**src/rtl/zt_sram_pkg.sv**
```systemverilog
package zt_sram_pkg;
   typedef enum logic [1:0] {
      OP_IDLE  = 2'd0,
      OP_READ  = 2'd1,
      OP_WRITE = 2'd2
   } op_kind_e;
endpackage

```
**src/rtl/zt_sram_ctrl.sv**
```systemverilog
module zt_sram_ctrl
   import zt_sram_pkg::*;
#(
   parameter int ADDR_W = 6,
   parameter int LANES  = 4
) (
   input  logic              clk,
   input  logic              rst_n,
   input  logic              hold,
   input  logic              ld_n,
   input  logic              ce_ok,
   input  logic              we_n,
   input  logic [ADDR_W-1:0] addr,
   input  logic [LANES-1:0]  bw_n,
   output op_kind_e          s1_kind,
   output logic [ADDR_W-1:0] s1_addr,
   output op_kind_e          s2_kind,
   output logic [ADDR_W-1:0] s2_addr,
   output logic [LANES-1:0]  s2_bw_n
);
   op_kind_e         next_kind;
   logic [LANES-1:0] s1_bw_n;

   always_comb begin
      if (!ld_n) next_kind = ce_ok ? (we_n ? OP_READ : OP_WRITE) : OP_IDLE;
      else       next_kind = s1_kind;
   end

   always_ff @(posedge clk or negedge rst_n) begin
      if (!rst_n) begin
         s1_kind <= OP_IDLE;
         s2_kind <= OP_IDLE;
      end else if (!hold) begin
         s1_kind <= next_kind;
         s2_kind <= s1_kind;
      end
   end

   always_ff @(posedge clk) begin
      if (!hold) begin
         s1_addr <= addr;
         s1_bw_n <= bw_n;
         s2_addr <= s1_addr;
         s2_bw_n <= s1_bw_n;
      end
   end


   desel_chk: assert property (@(posedge clk) disable iff (!rst_n)
      (!hold && !ld_n && !ce_ok) |=> (s1_kind == OP_IDLE));

   pending_chk: assert property (@(posedge clk) disable iff (!rst_n)
      (!hold && s1_kind != OP_IDLE) |=> (s2_kind == $past(s1_kind)));

   hold_chk: assert property (@(posedge clk) disable iff (!rst_n)
      hold |=> ($stable(s1_kind) && $stable(s2_kind)));

   advance_chk: assert property (@(posedge clk) disable iff (!rst_n)
      (!hold && ld_n) |=> (s1_kind == $past(s1_kind)));
endmodule

```
**src/rtl/zt_sram_array.sv**
```systemverilog
module zt_sram_array #(
   parameter int ADDR_W = 6,
   parameter int LANES  = 4,
   parameter int LANE_W = 9
) (
   input  logic                    clk,
   input  logic                    rst_n,
   input  logic                    en,
   input  logic                    wr_en,
   input  logic [ADDR_W-1:0]       wr_addr,
   input  logic [LANES-1:0]        wr_bw_n,
   input  logic [LANES*LANE_W-1:0] wr_data,
   input  logic                    rd_en,
   input  logic [ADDR_W-1:0]       rd_addr,
   output logic [LANES*LANE_W-1:0] rd_data
);
   localparam int DEPTH = 1 << ADDR_W;

   logic same_word;
   assign same_word = (wr_addr == rd_addr);

   for (genvar i = 0; i < LANES; i++) begin : g_lane
      logic [LANE_W-1:0] mem [DEPTH];
      logic [LANE_W-1:0] rd_q;
      logic              lane_wr;

      assign lane_wr = en && wr_en && !wr_bw_n[i];

      always_ff @(posedge clk) begin
         if (lane_wr) mem[wr_addr] <= wr_data[i*LANE_W +: LANE_W];
      end

      always_ff @(posedge clk or negedge rst_n) begin
         if (!rst_n)
            rd_q <= '0;
         else if (en && rd_en)
            rd_q <= (lane_wr && same_word) ? wr_data[i*LANE_W +: LANE_W] : mem[rd_addr];
      end

      assign rd_data[i*LANE_W +: LANE_W] = rd_q;


      bypass_chk: assert property (@(posedge clk) disable iff (!rst_n)
         (en && wr_en && rd_en && same_word && !wr_bw_n[i])
            |=> (rd_q == $past(wr_data[i*LANE_W +: LANE_W])));
   end


   rd_hold_chk: assert property (@(posedge clk) disable iff (!rst_n)
      !en |=> $stable(rd_data));
endmodule

```
**src/rtl/zt_sram.sv**
```systemverilog
module zt_sram
   import zt_sram_pkg::*;
#(
   parameter int ADDR_W = 6,
   parameter int LANES  = 4,
   parameter int LANE_W = 9
) (
   input  logic                    clk,
   input  logic                    rst_n,
   input  logic                    clk_en_n,
   input  logic                    cs_a_n,
   input  logic                    cs_b,
   input  logic                    cs_c_n,
   input  logic                    ld_n,
   input  logic                    we_n,
   input  logic [LANES-1:0]        bw_n,
   input  logic [ADDR_W-1:0]       addr,
   input  logic [LANES*LANE_W-1:0] din,
   input  logic                    oe_n,
   output logic [LANES*LANE_W-1:0] dout,
   output logic                    dout_en
);
   localparam int DW = LANES * LANE_W;

   if (ADDR_W < 1 || ADDR_W > 12) begin : g_bad_addr
      $error("zt_sram: ADDR_W must lie in 1..12");
   end
   if (LANES < 1 || LANES > 16) begin : g_bad_lanes
      $error("zt_sram: LANES must lie in 1..16");
   end
   if (LANE_W < 1) begin : g_bad_lane_w
      $error("zt_sram: LANE_W must be positive");
   end

   op_kind_e          s1_kind, s2_kind;
   logic [ADDR_W-1:0] s1_addr, s2_addr;
   logic [LANES-1:0]  s2_bw_n;
   logic [DW-1:0]     rd_data;
   logic              ce_ok, issue_rd;

   assign ce_ok    = !cs_a_n && cs_b && !cs_c_n;
   assign issue_rd = !clk_en_n && !ld_n && ce_ok && we_n;

   zt_sram_ctrl #(.ADDR_W(ADDR_W), .LANES(LANES)) u_ctrl (
      .clk(clk), .rst_n(rst_n), .hold(clk_en_n), .ld_n(ld_n), .ce_ok(ce_ok),
      .we_n(we_n), .addr(addr), .bw_n(bw_n),
      .s1_kind(s1_kind), .s1_addr(s1_addr),
      .s2_kind(s2_kind), .s2_addr(s2_addr), .s2_bw_n(s2_bw_n)
   );

   zt_sram_array #(.ADDR_W(ADDR_W), .LANES(LANES), .LANE_W(LANE_W)) u_array (
      .clk(clk), .rst_n(rst_n), .en(!clk_en_n),
      .wr_en(s2_kind == OP_WRITE), .wr_addr(s2_addr), .wr_bw_n(s2_bw_n), .wr_data(din),
      .rd_en(s1_kind == OP_READ), .rd_addr(s1_addr), .rd_data(rd_data)
   );

   assign dout    = rd_data;
   assign dout_en = (s2_kind == OP_READ) && !oe_n;


   always_comb begin
      if (oe_n) oe_async_chk: assert (!dout_en);
   end

   turn_chk: assert property (@(posedge clk) disable iff (!rst_n)
      (s2_kind == OP_WRITE) |-> !dout_en);

   latency_chk: assert property (@(posedge clk) disable iff (!rst_n)
      ($past(rst_n, 2) && $past(issue_rd, 2) && $past(!clk_en_n) && !oe_n) |-> dout_en);
endmodule

```
**config.mk**
```make
export PLATFORM = sky130hd
export DESIGN_NAME = zt_sram
export DESIGN_NICKNAME = d
export VERILOG_FILES = /design/src/rtl/zt_sram_pkg.sv /design/src/rtl/zt_sram_ctrl.sv /design/src/rtl/zt_sram_array.sv /design/src/rtl/zt_sram.sv
export SDC_FILE = /design/constraint.sdc
export NUM_CORES = 2
export LEC_CHECK = 0
export CAP_MARGIN = 20
export CELL_PAD_IN_SITES_DETAIL_PLACEMENT = 1
export CELL_PAD_IN_SITES_GLOBAL_PLACEMENT = 1
export CORE_MARGIN = 2
export CORE_UTILIZATION = 56
export DETAILED_ROUTE_END_ITERATION = 8
export PLACE_DENSITY = 0.81
export RECOVER_POWER = 100
export SYNTH_ARGS = -nofsm -noshare
export SYNTH_HDL_FRONTEND = slang
export SYNTH_SLANG_ARGS = --single-unit
```
**constraint.sdc**
```tcl
create_clock -name clk -period 3.5 [get_ports clk]
set_input_delay 0.35 -clock clk [delete_from_list [all_inputs] [get_ports clk]]
set_output_delay 0.35 -clock clk [all_outputs]
set_load 0.02 [all_outputs]
```
== Yosys cells after proc, flatten, opt, wreduce, memory -nomap -nowiden ==
Memory sizes are Yosys's and may differ from the RTL's. A register that Yosys moved wholly into a read port is not among the register bits.
Cells that the tools add are included.

* Input bits: 55
* Memory bits (writable): 2304
* Word-level logic and storage cells: 47
* Memories kept: 4
* Output and inout port bits: 37
* Flip-flop bits (word level): 24

* Bitwise logic cells: 2
* Multiplexer cells: 10
* Reduce and logical (&&, ||, !) cells: 22
* Eq/ne operators: 3

{| class="wikitable"
|+ Memory list
! memory !! words !! bits a word !! rd ports !! clocked after memory_dff !! write ports !! RTL line !! text
|-
| u_array.g_lane[0].mem || 64 || 9 || 1 || 1 || 1 || zt_sram_array.sv:23 || <nowiki>logic [LANE_W-1:0] mem [DEPTH];</nowiki>
|-
| u_array.g_lane[1].mem || 64 || 9 || 1 || 1 || 1 || zt_sram_array.sv:23 ||
|-
| u_array.g_lane[2].mem || 64 || 9 || 1 || 1 || 1 || zt_sram_array.sv:23 ||
|-
| u_array.g_lane[3].mem || 64 || 9 || 1 || 1 || 1 || zt_sram_array.sv:23 ||
|}

{| class="wikitable"
|+ Operators with widths
! cell !! number
|-
| $logic_not A1 Y1 || 12
|-
| $logic_and A1 B1 Y1 || 9
|-
| $mux W1 || 8
|-
| $eq A2 B1 Y1 const B || 2
|-
| $mux W2 || 2
|-
| $eq A2 B2 Y1 const B || 1
|-
| $not A1 Y1 || 2
|-
| $reduce_and A2 Y1 || 1
|}

== Longest topological paths before layout ==
* Word-level depth: 5
* Gate-level depth with buffers: 11
* Depth with buffers taken out: 5

== Modules after synthesis ==
From an unflattened synthesis, not the netlist that was laid out.

* Cell total of the unflattened synthesis: 4126
* Area, all modules: 91016.0 sq um

{| class="wikitable"
|+ Modules (own cells, without submodules)
! module !! area each (sq um) !! instances !! cells an instance !! seq. area each (sq um)
|-
| zt_sram_array || 90204.0 || 1 || 4088 || 70087.2
|-
| zt_sram_ctrl || 768.2 || 1 || 33 || 700.7
|-
| zt_sram || 43.8 || 1 || 5 || 0.0
|}

== Worst setup path after synthesis ==
No wires, ideal clock.

* Path kind: flip-flop to flip-flop
* Start: reg u_ctrl.s1_addr[0]
* End: reg u_array.g_lane[0].rd_q[7] (read register of u_array.g_lane[0].mem)
* Arrival: 2.425 ns
* Buffers on the path: 4
* Slack: 0.928 ns
* Stages on the path, launching flop included: 9
* Setup time: 0.148 ns
* Required time: 3.352 ns
* Period minus slack after synthesis: 2.572 ns
* Path through: edfxtp_1 -> buf_6 -> buf_6 -> buf_2 -> buf_2 -> mux4_2 -> mux4_2 -> mux2i_1 -> o2111ai_1

{| class="wikitable"
|+ RTL lines
! what !! RTL line !! text
|-
| start: declaration || zt_sram_ctrl.sv:16 || <nowiki>output logic [ADDR_W-1:0] s1_addr,</nowiki>
|-
| start signal: assignment || zt_sram_ctrl.sv:41 || <nowiki>s1_addr <= addr;</nowiki>
|-
| end: declaration || zt_sram_array.sv:24 || <nowiki>logic [LANE_W-1:0] rd_q;</nowiki>
|}

== Final worst setup path ==
* Start: reg u_ctrl.s2_kind[0]
* End: mem u_array.g_lane[2].mem[49][1], enable pin

* Cells in the longest elaborated chain, start to end: 5

{| class="wikitable"
|+ RTL lines
! what !! RTL line !! text
|-
| start: declaration || zt_sram_ctrl.sv:17 || <nowiki>output op_kind_e s2_kind,</nowiki>
|-
| start signal: assignment || zt_sram_ctrl.sv:35 || <nowiki>s2_kind <= s1_kind;</nowiki>
|-
| $eq A2 B2 Y1 || zt_sram.sv:53 || <nowiki>.wr_en(s2_kind == OP_WRITE), .wr_addr(s2_addr), .wr_bw_n(s2_bw_n), .wr_data(din),</nowiki>
|-
| $logic_and A1 B1 Y1 (2 in series) || zt_sram_array.sv:27 || <nowiki>assign lane_wr = en && wr_en && !wr_bw_n[i];</nowiki>
|-
| $mux W1 || zt_sram_array.sv:30 || <nowiki>if (lane_wr) mem[wr_addr] <= wr_data[i*LANE_W +: LANE_W];</nowiki>
|-
| $mux W1 (not written as such) || zt_sram_array.sv:30 ||
|-
| end: declaration || zt_sram_array.sv:23 ||
|}

No other way between the ends.

==> results.rst <==
.. list-table::
   :header-rows: 1

   * - Metric
     - Value
   * - Final routed DRC violation total
     - 0
   * - Fraction of registers with async set or reset after synthesis
     - 0.0169
   * - Maximum net fanout on the critical path
     - 64
   * - Leakage power
     - roughly 33 nW
   * - Routed length per placed instance
     - between 40 and 50 um
   * - Distinct cell type count after synthesis
     - 55
   * - Cell area after synthesis
     - just over 0.09 sq mm
   * - Via count of the first global-routing pass
     - 51422
   * - Routability-driven placement congestion ratio
     - about 0.9
   * - Total Power
     - slightly above 60 mW
   * - Sequential Power Share
     - 0.522
   * - Per-cell via count in the routed design
     - 7.06
   * - Root buffer cell
     - clkbuf_16
   * - Row Count
     - roughly 150
   * - Sw Ratio
     - 0.233
   * - Clock network fraction of design power
     - 0.401
   * - Insertion delay of the later-clocked pin in the worst-skew pair
     - 890 ps
   * - Area of all placed cells without fillers
     - 0.104 sq mm
   * - Final cycle utilization of the critical path
     - 0.997
   * - All-Layer GR Usage
     - 0.345
   * - H-tree lvl count
     - 4
   * - Area growth syn-to-layout
     - 13.7%
   * - Core Util, Final
     - 0.639
   * - Setup bufs post-CTS
     - 0
   * - Initial antenna violation count
     - 32
   * - TritonCTS Buffers
     - around 230
   * - Largest net degree at the start of global routing
     - between 60 and 70
   * - Violations in the final reports
     - capacitance limit, slew limit
   * - Transition time at the pin with the least slew margin
     - between 2000 and 3000 ps
   * - Die boundary height
     - a little over 400 um
   * - Number of instances in the synthesized netlist
     - ~4200
   * - Peak supply drop
     - 0.590 mV
   * - Filler Cells Inserted
     - ~13000
   * - Buffers from clock root to sink, at most
     - 3
   * - Count of endpoints failing hold in the final timing report
     - 0
   * - Post-placement cell count
     - around 6600
   * - Post-route insts no fill
     - a little over 7000
   * - Initial cell density of the core
     - 0.562
   * - Multi-input logic area
     - about 0.019 sq mm
   * - Power per cell area
     - 584 mW/mm^2
   * - Synth Warn #
     - 0
   * - Cell internal pwr
     - approximately 47 mW
   * - Startpoint-to-endpoint class of the critical path
     - reg2reg
   * - #FFs+latches synth
     - 2364
   * - Cell count of the worst reg-to-reg path
     - 6
   * - TritonCTS clock tree
     - built
   * - Post-synth EDFFs
     - 2324
   * - Max Clock Skew
     - around 32 ps
   * - DIE AREA
     - about 0.17 sq mm
   * - Post-layout minimum cycle time
     - approximately 3500 ps
   * - Final critical-path setup slack
     - 9.60 ps
   * - Detailed-router iteration count before antenna repair
     - 8
   * - Number of DRC markers after the initial detailed-route iteration
     - around 8300
   * - Net switching power
     - between 10 and 15 mW
   * - Overall via count from detail_route
     - roughly 50000
   * - Final count of pins violating max slew
     - approximately 1700
   * - Floorplan die width
     - 408 um
   * - Arrival time reported for the critical path endpoint
     - between 4000 and 5000 ps
   * - Final setup vio count
     - 0
   * - Crit path capture type
     - flop
   * - Fmax
     - around 0.29 GHz
   * - Number of port buffers
     - approximately 90
   * - Most used DFF post-synth
     - edfxtp_1
   * - Worst max-slew margin expressed relative to the limit
     - -0.789
   * - Post-Syn Nets
     - 4246
   * - Hold Path Depth
     - 1
   * - Startpoint types
     - flop
   * - Core outline area
     - between 0.15 and 0.2 sq mm
   * - Worst hold slack after final layout
     - 115 ps
   * - Total overflow reported by the global router
     - 0
   * - RSZ-0062 raised after global routing
     - no
   * - Num ports
     - slightly above 90
   * - First-pass GRT wire length
     - between 400000 and 500000 um
   * - Status
     - finished, violations left
   * - Worst setup slack before clock tree synthesis
     - around 86 ps
   * - Detailed placement HPWL
     - about 170000 um
   * - Type of the most critical hold path
     - in2reg
   * - Number of maximum-capacitance violations
     - 43
   * - Share of final-layout standard cells stronger than drive strength 1
     - 0.266
   * - WP data required
     - approximately 4100 ps
   * - Setup Total Neg Slack
     - 0 ps
   * - Clock transition time at the flip-flop clock pins of the worst setup and hold paths
     - 60 ps
   * - Register area
     - between 0.07 and 0.08 sq mm
   * - Clock net sink count
     - 2364
   * - Share of total power in combinational logic
     - 0.076
   * - Number of nets with antenna violations after routing
     - 0
   * - Number of nets at the end of the flow
     - around 4800
   * - Avg Inst Size Synth
     - 21.8 sq um
   * - Sequential share of the synthesized area
     - 0.775
   * - Total Wirelength
     - 285000 um
   * - Cell Area, Placed
     - 0.0972 sq mm
layout make-up:
type / instances / share of cell area
flip-flops and latches: 2364 / 0.682
well taps: 2175 / 0.0262
repair buffers: 551 / 0.0357
clock inverters: 143 / 0.0129
clock buffers: 277 / 0.0568
inverters: 7 / 0.000253
multi-input cells: 1567 / 0.186
diodes: 19 / 0.000458
sequential cells by signal, summed over array words and instances, names as in the netlist:
register             cells
u_ctrl.s1_bw_n           4
u_ctrl.s2_addr           6
u_ctrl.s1_kind           2
u_array.g_lane.rd_q     36
u_ctrl.s2_kind           2
u_ctrl.s2_bw_n           4
u_array.g_lane.mem    2304
u_ctrl.s1_addr           6
power by group through the flow:
stage	sequential, mW	combinational (mW)	clock [mW]
after floorplan	32.1	2.30	0
after global placement	32.2	4.34	0
after detailed placement	32.2	4.53	0
after CTS	31.6	4.65	24.5
after global routing	31.6	4.79	25.3
final	31.7	4.63	24.3
cells in the mapped netlist (all sizes together) (5+ instances only):
cell	instances	area, sq um
edfxtp	2324	69800
mux4	591	13300
nor2	286	1070
buf	138	830
a22oi	126	946
clkbuf	115	433
nand2	93	349
mux2i	88	881
a21oi	65	325
mux2	48	541
dfrtp	40	1000
o22ai	37	231
o21ai	24	120
nor3	21	105
and2	19	119
nand3	19	95.1
nor4	17	106
a31oi	16	100
a2111oi	11	103
nor2b	10	62.6
nor3b	10	75.1
a211oi	9	67.6
nand2b	9	56.3
o31ai	9	77.6
o2111ai	6	52.6
xnor2	6	52.6
inv	5	18.8
o31a	5	43.8
or4	5	37.5
path summary, 6_finish.rpt:
check	from	endpoint	slack, ps
min in group asynchronous	rst_n	u_array.g_lane[2].rd_q[8]	760
setup reg to reg	u_ctrl.s2_kind[0]	u_array.g_lane[2].mem[49][1]	10
setup / recovery	u_ctrl.s2_kind[0]	u_array.g_lane[2].mem[49][1]	10
hold / removal	addr[1]	u_ctrl.s1_addr[1]	120
max in group asynchronous	rst_n	u_array.g_lane[3].rd_q[8]	910
hold reg to reg	u_ctrl.s1_bw_n[0]	u_ctrl.s2_bw_n[0]	440
kinds of logic (layout without fill, tap and decap cells):
logic type	Yosys count	count (layout)	synth area share
simple gates	509	509	0.0245
xor+xnor	6	6	0.000575
mux	727	727	0.161
flops	2364	2364	0.775
other cells	0	19	0
buf+inv	260	978	0.0141
compound gates	325	325	0.0243
metal layers:
layer,vias up,global-route usage,wire length [um]
li1,18648,-,-
met1,26125,0.450,97200
met2,4348,0.534,135000
met3,1008,0.102,35600
met4,22,0.175,17800
met5,-,0,138
cell usage in the layout, fill, tap and decap left out, types with 19 or more instances in the layout:
cell type      netlist  final
clkbuf_2             1    174
clkinv_1             2     65
mux2_2              48     48
edfxtp_1          2324   2324
a22oi_1            126    126
nand2_1             93     93
clkbuf_1           114    195
mux4_2             591    591
clkbuf_16            0    227
o22ai_1             37     37
a21oi_1             65     65
buf_12               0     32
diode_2              0     19
o21ai_0             24     24
nor2_1             286    284
clkinv_2             0     40
buf_4               23    114
nand3_1             19     19
mux2i_1             88     88
dlygate4sd3_1        0     61
nor3_1              21     20
dfrtp_1             40     40
bufinv_16            0     20
worst max-delay path, cell delays in order (launching register included):
cell      delay [ps]
dfrtp_1          400
nor3b_1          410
clkbuf_1         280
nand2b_1         260
clkbuf_2         960
nor2_1           490
clkbuf_4         340
repair_timing:
item,in CTS,in global routing
endpoints found under the hold margin,87,95
hold buffers,6,7
resized for setup,0,1
endpoints found under the setup margin,0,1
(Power assumes the default switching activity.)
